### src/rtl/pdpt_pkg.sv
package pdpt_pkg;

  localparam int NENT   = 4;
  localparam int NWORDS = 2 * NENT;
  localparam int WIDX_W = $clog2(NWORDS);

  typedef enum logic [1:0] {
    WK_CR0  = 2'b00,
    WK_CR3  = 2'b01,
    WK_CR4  = 2'b10,
    WK_TASK = 2'b11
  } wr_kind_e;

  typedef enum logic [1:0] {
    F_IDLE = 2'b00,
    F_READ = 2'b01,
    F_FIN  = 2'b10
  } fetch_st_e;

  typedef logic [NENT-1:0][63:0] ent_set_t;

  localparam int CR0_PG   = 31;
  localparam int CR0_CD   = 30;
  localparam int CR0_NW   = 29;
  localparam int CR4_PSE  = 4;
  localparam int CR4_PAE  = 5;
  localparam int CR4_PGE  = 7;
  localparam int CR4_SMEP = 20;

  function automatic logic [31:0] cr0_watch();
    logic [31:0] m;
    m = '0;
    m[CR0_PG] = 1'b1;
    m[CR0_CD] = 1'b1;
    m[CR0_NW] = 1'b1;
    return m;
  endfunction

  function automatic logic [31:0] cr4_watch();
    logic [31:0] m;
    m = '0;
    m[CR4_PSE]  = 1'b1;
    m[CR4_PAE]  = 1'b1;
    m[CR4_PGE]  = 1'b1;
    m[CR4_SMEP] = 1'b1;
    return m;
  endfunction

  // 32-byte aligned table base
  function automatic logic [31:0] tbl_base(input logic [31:0] cr3);
    return {cr3[31:5], 5'b00000};
  endfunction

  // address of word k of the table
  function automatic logic [31:0] word_addr(input logic [31:0] base,
                                             input logic [WIDX_W-1:0] k);
    return base + {{(30-WIDX_W){1'b0}}, k, 2'b00};
  endfunction

  // reserved-bit mask for a given physical-address width
  function automatic logic [63:0] rsvd_mask(input int pa_w);
    logic [63:0] m;
    m = 64'h0000_0000_0000_01E6;
    for (int b = 0; b < 64; b++) begin
      if (b >= pa_w) m[b] = 1'b1;
    end
    return m;
  endfunction

  function automatic logic ent_bad(input logic [63:0] e, input int pa_w);
    return e[0] && ((e & rsvd_mask(pa_w)) != 64'd0);
  endfunction

endpackage

### src/rtl/pdpt_trigger.sv
module pdpt_trigger
  import pdpt_pkg::*;
(
  input  logic        clk,
  input  logic        rst_n,
  input  logic        wr_valid,
  input  logic [1:0]  wr_kind,
  input  logic [31:0] wr_data,
  input  logic [31:0] cur_cr0,
  input  logic [31:0] cur_cr3,
  input  logic [31:0] cur_cr4,
  input  logic        take,
  output logic        fire,
  output logic        pend_vld,
  output logic [31:0] pend_base
);

  logic        pae_now;
  logic        hit;
  logic [31:0] src_cr3;

  assign pae_now = cur_cr0[CR0_PG] && cur_cr4[CR4_PAE];

  always_comb begin
    hit     = 1'b0;
    src_cr3 = cur_cr3;
    unique case (wr_kind_e'(wr_kind))
      WK_CR0: hit = wr_data[CR0_PG] && cur_cr4[CR4_PAE] &&
                    (((wr_data ^ cur_cr0) & cr0_watch()) != 32'd0);
      WK_CR4: hit = cur_cr0[CR0_PG] && wr_data[CR4_PAE] &&
                    (((wr_data ^ cur_cr4) & cr4_watch()) != 32'd0);
      WK_CR3: begin
        hit     = pae_now;
        src_cr3 = wr_data;
      end
      WK_TASK: begin
        hit     = pae_now && (wr_data != cur_cr3);
        src_cr3 = wr_data;
      end
      default: hit = 1'b0;
    endcase
  end

  assign fire = wr_valid && hit;

  always_ff @(posedge clk) begin
    if (!rst_n) begin
      pend_vld  <= 1'b0;
      pend_base <= '0;
    end else if (fire) begin
      pend_vld  <= 1'b1;
      pend_base <= tbl_base(src_cr3);
    end else if (take) begin
      pend_vld  <= 1'b0;
    end
  end

  // a request is never lost
  p_fire_held_r11: assert property (@(posedge clk) disable iff (!rst_n)
    fire |=> pend_vld);
  // a waiting request keeps its base until taken or replaced
  p_pend_stable_r11: assert property (@(posedge clk) disable iff (!rst_n)
    (pend_vld && !take && !fire) |=> (pend_vld && $stable(pend_base)));

endmodule

### src/rtl/pdpt_fetch.sv
module pdpt_fetch
  import pdpt_pkg::*;
#(
  parameter int PA_W = 36
) (
  input  logic        clk,
  input  logic        rst_n,
  input  logic        start,
  input  logic [31:0] start_base,
  output logic        rd_req,
  output logic [31:0] rd_addr,
  input  logic        rd_ack,
  input  logic [31:0] rd_data,
  output logic        busy,
  output logic        commit,
  output logic        fault,
  output ent_set_t    ent_set
);

  fetch_st_e          st;
  logic [31:0]        base_q;
  logic [WIDX_W-1:0]  widx;
  ent_set_t           ebuf;
  logic [NENT-1:0]    bad;
  logic               any_bad;
  logic               word_take;

  assign word_take = (st == F_READ) && rd_ack;

  always_ff @(posedge clk) begin
    if (!rst_n) begin
      st     <= F_IDLE;
      base_q <= '0;
      widx   <= '0;
      ebuf   <= '0;
    end else begin
      unique case (st)
        F_IDLE: if (start) begin
          st     <= F_READ;
          base_q <= start_base;
          widx   <= '0;
        end
        F_READ: if (word_take) begin
          if (widx[0]) ebuf[widx[WIDX_W-1:1]][63:32] <= rd_data;
          else         ebuf[widx[WIDX_W-1:1]][31:0]  <= rd_data;
          if (widx == WIDX_W'(NWORDS - 1)) st <= F_FIN;
          else                               widx <= widx + 1'b1;
        end
        F_FIN: st <= F_IDLE;
        default: st <= F_IDLE;
      endcase
    end
  end

  for (genvar g = 0; g < NENT; g++) begin : g_chk
    assign bad[g] = ent_bad(ebuf[g], PA_W);
  end

  assign any_bad = |bad;
  assign rd_req  = (st == F_READ);
  assign rd_addr = word_addr(base_q, widx);
  assign busy    = (st != F_IDLE);
  assign commit  = (st == F_FIN) && !any_bad;
  assign fault   = (st == F_FIN) && any_bad;
  assign ent_set = ebuf;

  // request held with a stable address until acknowledged
  p_req_hold_r10: assert property (@(posedge clk) disable iff (!rst_n)
    (rd_req && !rd_ack) |=> (rd_req && $stable(rd_addr)));
  // every fetch begins at a 32-byte aligned address
  p_first_aligned_r2: assert property (@(posedge clk) disable iff (!rst_n)
    $rose(rd_req) |-> (rd_addr[4:0] == 5'd0));
  // commit and fault are exclusive
  p_one_outcome_r9: assert property (@(posedge clk) disable iff (!rst_n)
    !(commit && fault));
  // busy drops right after the outcome pulse
  p_busy_ends_r10: assert property (@(posedge clk) disable iff (!rst_n)
    (commit || fault) |=> !busy);

endmodule

### src/rtl/pdpt_regs.sv
module pdpt_regs
  import pdpt_pkg::*;
(
  input  logic        clk,
  input  logic        rst_n,
  input  logic        commit,
  input  ent_set_t    ent_set,
  input  logic [31:0] lin_addr,
  output logic [63:0] dp_entry
);

  ent_set_t regs;

  always_ff @(posedge clk) begin
    if (!rst_n)      regs <= '0;
    else if (commit) regs <= ent_set;
  end

  assign dp_entry = regs[lin_addr[31:30]];

  // contents change only through a commit
  p_hold_no_commit_r9: assert property (@(posedge clk) disable iff (!rst_n)
    !commit |=> $stable(regs));

endmodule

### src/rtl/pdpt_loader.sv
module pdpt_loader
  import pdpt_pkg::*;
#(
  parameter int PA_W = 36
) (
  input  logic        clk,
  input  logic        rst_n,
  input  logic        wr_valid,
  input  logic [1:0]  wr_kind,
  input  logic [31:0] wr_data,
  input  logic [31:0] cur_cr0,
  input  logic [31:0] cur_cr3,
  input  logic [31:0] cur_cr4,
  output logic        rd_req,
  output logic [31:0] rd_addr,
  input  logic        rd_ack,
  input  logic [31:0] rd_data,
  input  logic [31:0] lin_addr,
  output logic [63:0] dp_entry,
  output logic        busy,
  output logic        commit,
  output logic        gp_fault,
  output logic [15:0] gp_errcode
);

  logic        fire;
  logic        pend_vld;
  logic [31:0] pend_base;
  logic        take;
  ent_set_t    ent_set;

  assign take = pend_vld && !busy;

  pdpt_trigger u_trig (
    .clk(clk), .rst_n(rst_n),
    .wr_valid(wr_valid), .wr_kind(wr_kind), .wr_data(wr_data),
    .cur_cr0(cur_cr0), .cur_cr3(cur_cr3), .cur_cr4(cur_cr4),
    .take(take), .fire(fire), .pend_vld(pend_vld), .pend_base(pend_base)
  );

  pdpt_fetch #(.PA_W(PA_W)) u_fetch (
    .clk(clk), .rst_n(rst_n),
    .start(take), .start_base(pend_base),
    .rd_req(rd_req), .rd_addr(rd_addr), .rd_ack(rd_ack), .rd_data(rd_data),
    .busy(busy), .commit(commit), .fault(gp_fault), .ent_set(ent_set)
  );

  pdpt_regs u_regs (
    .clk(clk), .rst_n(rst_n),
    .commit(commit), .ent_set(ent_set),
    .lin_addr(lin_addr), .dp_entry(dp_entry)
  );

  assign gp_errcode = 16'h0000;

  // a waiting request starts a fetch once the engine is idle
  p_take_starts_r11: assert property (@(posedge clk) disable iff (!rst_n)
    take |=> busy);

endmodule

### config.mk
export PLATFORM = sky130hd
export DESIGN_NAME = pdpt_loader
export DESIGN_NICKNAME = d
export VERILOG_FILES = /design/src/rtl/pdpt_pkg.sv /design/src/rtl/pdpt_trigger.sv /design/src/rtl/pdpt_fetch.sv /design/src/rtl/pdpt_regs.sv /design/src/rtl/pdpt_loader.sv
export SDC_FILE = /design/constraint.sdc
export NUM_CORES = 1
export LEC_CHECK = 0
export BUFFER_PORTS_ARGS = -buffer_cell sky130_fd_sc_hd__buf_2
export CORE_MARGIN = 5
export CORE_UTILIZATION = 58
export CTS_BUF_LIST = sky130_fd_sc_hd__clkbuf_16
export DETAILED_ROUTE_END_ITERATION = 8
export GPL_ROUTABILITY_DRIVEN = 0
export PLACE_DENSITY = 0.8
export SLEW_MARGIN = 15
export SYNTH_ARGS = -nofsm -noshare
export SYNTH_HDL_FRONTEND = slang
export SYNTH_SLANG_ARGS = --single-unit
### constraint.sdc
create_clock -name clk -period 2.7 [get_ports clk]
set_input_delay 0.675 -clock clk [delete_from_list [all_inputs] [get_ports clk]]
set_output_delay 0.675 -clock clk [all_outputs]
set_load 0.01 [all_outputs]
==> flow_metrics.env <==
export IMPL_fin_crit_ps=3150
export IMPL_cts_tree="built"
export IMPL_worst_setup_path_start_kind="flop"
export IMPL_fin_skew_ps=26.4
export IMPL_worst_path_buf_inv=2
export IMPL_first_pass_iters=6
export IMPL_fin_ws_ps=-453
export IMPL_overflow=0
export IMPL_max_cap_viol_count=0
export IMPL_synthArstFlopShare_pct=0
export IMPL_synth_area_leaders="dfxtp_1 46%, nand2_1 17%, mux2i_1 10%"
export IMPL_grt_pass1_vias=19400
export IMPL_grt_pass1_wl_um=104000
export IMPL_grt_setup_unrepaired="true"
export IMPL_ios=314
export IMPL_ys_seq_area_share_pct=46.3
export IMPL_post_dp_cell_area_sq_um=26000
export IMPL_cts_buffer_depth=3
export IMPL_start_util_pct=58.9
export IMPL_status="complete, but fails checks"
export IMPL_antenna_found_initial=10
export IMPL_fin_cells=3444
export IMPL_final_cell_mix="1093 x nand2_1, 566 x dfxtp_1, 252 x mux2i_1, 248 x a21boi_0, 204 x buf_2"
export IMPL_coreArea_sq_um=42000
export IMPL_chipWidth_um=217
export IMPL_maxSlewHeadroom_pct=50.7
export IMPL_finalSetupViolCount=2
export IMPL_drive_above_1_share_pct=17.6
export IMPL_fin_nets=3055
export IMPL_synth_warnings=0
export IMPL_via_per_inst=5.81
export IMPL_violations="setup timing"
export IMPL_die_y_um=217
export IMPL_cp_top_family="simple AND/OR/NAND/NOR gates"
export IMPL_cts_clk_slew_worst_paths_ps=70
export IMPL_max_freq_ghz=0.317
export IMPL_ir_worst_vdd_mv=0.531
export IMPL_cts_sinks=572
export IMPL_dpl_worst_slack_ps=61.1
export IMPL_wire_per_inst_um=19.9
export IMPL_path_class="flop to output port"
export IMPL_clockRootBuffer="clkbuf_16"
export IMPL_final_common_cell="nand2_1"
export IMPL_hold_viol_final=0
export IMPL_cp_required_ps=2030
export IMPL_utilization_pct=67.7
export IMPL_p_leak_nw=9.76
export IMPL_crit_fanout=3
export IMPL_tightest_slew_ps=738
export IMPL_critPathArrivalTime_ps=2480
export IMPL_yosysTopAreaCell="dfxtp_1"
export IMPL_synth_edf_count=0
export IMPL_ant_nets=0
export IMPL_areaGrowthSynthToFinish_pct=15.0
export IMPL_yosys_cell_types_count=42
export IMPL_crit_path_end_kind="output port"
export IMPL_dpl_hpwl_um=44800
export IMPL_netlist_area_sq_um=24700
export IMPL_synthFlopType="dfxtp_1"
export IMPL_port_buffer_count=208
export IMPL_stdcell_area_sq_um=28500
export IMPL_wl_um=68700
export IMPL_track_usage_pct=27.4
export IMPL_netlist_area_leader_share_pct=46.3
export IMPL_grt_max_degree=111
export IMPL_min_path_type="input pin to flop"
export IMPL_fin_crit_sh_pct=117
export IMPL_path_cells="nor4_2 > buf_4 > nand3_1 > o31ai_1 > nand4_1 > and3b_2 > buf_6"
export IMPL_dp_cells=3318
export IMPL_drtIter0Drc=1798
export IMPL_vias=20000
export IMPL_critical_path_slowest_cell="dfxtp_2"
export IMPL_worst_skew_pair_late_latency_ps=600
export IMPL_synth_avg_cell_area_sq_um=9.07
export IMPL_row_count=75
export IMPL_hold_ws_ps=383
export IMPL_die_area_sq_um=46900
export IMPL_ys_seq_elements=572
export IMPL_max_stage_delay_ps=340
export IMPL_cts_made_buffers=55
export IMPL_cellPowerDensity_nw_per_um2=601
export IMPL_drc=0
export IMPL_htree_levels=2
export IMPL_slew_violations=0
export IMPL_syn_inst=2728
routing by layer:
metal | wire (um) | up-vias | global-route usage, % | share of wire (%)
met3 | 5600 | 191 | 5.15 | 8.2
met4 | 3730 | 0 | 14.6 | 5.4
met2 | 32600 | 838 | 45.1 | 48
met5 | 0 | - | 0 | 0
li1 | - | 9309 | - | -
met1 | 26700 | 9661 | 34.3 | 39
final timing paths:
| check | start | to | slack [ps] | depth (start not counted) |
|---|---|---|---|---|
| max | u_fetch.ent_set[165] | gp_fault | -450 | 7 |
| min | wr_data[21] | u_trig.pend_base[21] | 380 | 2 |
| min reg2reg | u_regs.regs[112] | u_regs.regs[112] | 450 | 2 |
| max reg2reg | u_fetch.st[0] | u_fetch.ent_set[208] | 10 | 7 |
cell type report:
cell class,instances,area [sq um]
multi-input cells,1917,12100
inverters,4,15.0
fillers,3102,13600
diodes,12,30.0
flip-flops and latches,572,11500
well taps,539,674
repair buffers,305,2460
clock inverters,40,398
clock buffers,55,1380
registers in the layout, summed over array words and instances, names as in the netlist:
| name | cells |
|---|---|
| u_fetch.widx | 3 |
| u_regs.regs | 256 |
| u_fetch.st | 2 |
| u_trig.pend_vld | 1 |
| u_trig.pend_base | 27 |
| u_fetch.base_q | 27 |
| u_fetch.ent_set | 256 |
synthesized netlist by cell type, types with 2 or more instances:
master    instances
a21boi_0        248
a21boi_1         38
a31oi_1           3
and2_1            2
and3_1            3
buf_12           22
buf_2            60
buf_4            21
buf_8             4
clkbuf_1        144
dfxtp_1         572
ha_1              2
inv_1             4
mux2i_1         256
mux4_2           64
nand2_1        1093
nand3_1          11
nand3b_1          5
nand4_1          12
nor2_1           13
nor2b_1           2
nor3_1            5
nor3b_1           2
nor4_1           34
nor4b_2           2
o21a_1           28
o221a_1           2
o221a_2          24
o31ai_1           4
xnor2_1          33
xor2_1            4
cell families (layout without fill, tap and decap cells):
family,Yosys count,after routing,synth area share [%]
xor gates and xnor gates,37,37,1.31
AOI/OAI and AO/OA,352,352,11.1
buffers and inverters,256,404,6.13
muxes,320,320,16.2
other,1,30,0.0152
DFF,572,572,46.3
and+or+nand+nor,1188,1188,18.9
adders and majority gates,2,2,0.101
stage by stage:
| step | TNS, ps | power, mW |
|---|---|---|
| detailed placement | 0 | 9.54 |
| global placement | 0 | 9.52 |
| CTS | -841 | 17.2 |
| finish | -897 | 17.1 |
| global route | -15070 | 17.6 |
| floorplan | 0 | 9.24 |
power by group:
part / total (mW) / switching, mW / leakage [nW] / internal [mW]
Sequential: 8.52 / 0.0329 / 4.61 / 8.49
Clock: 7.73 / 3.28 / 0.893 / 4.45
Combinational: 0.849 / 0.535 / 4.25 / 0.314
Total: 17.1 / 3.85 / 9.76 / 13.2
worst reg2reg max path: stages, from the launching register on:
cell,delay (ps)
dfxtp_1,430
nor2b_1,580
nand2_1,470
nor2_1,360
nand3_1,190
buf_4,320
nand2_1,130
a21boi_0,100
repair_timing:
action                                  4_1_cts  5_1_grt
gates resized for setup                      25       24
hold buffers                                  0        0
endpoints found under the setup margin        2      201
pin swaps                                     9        7
buffers inserted                              2        2
gates cloned                                  0       15
(Power assumes the default switching activity.)
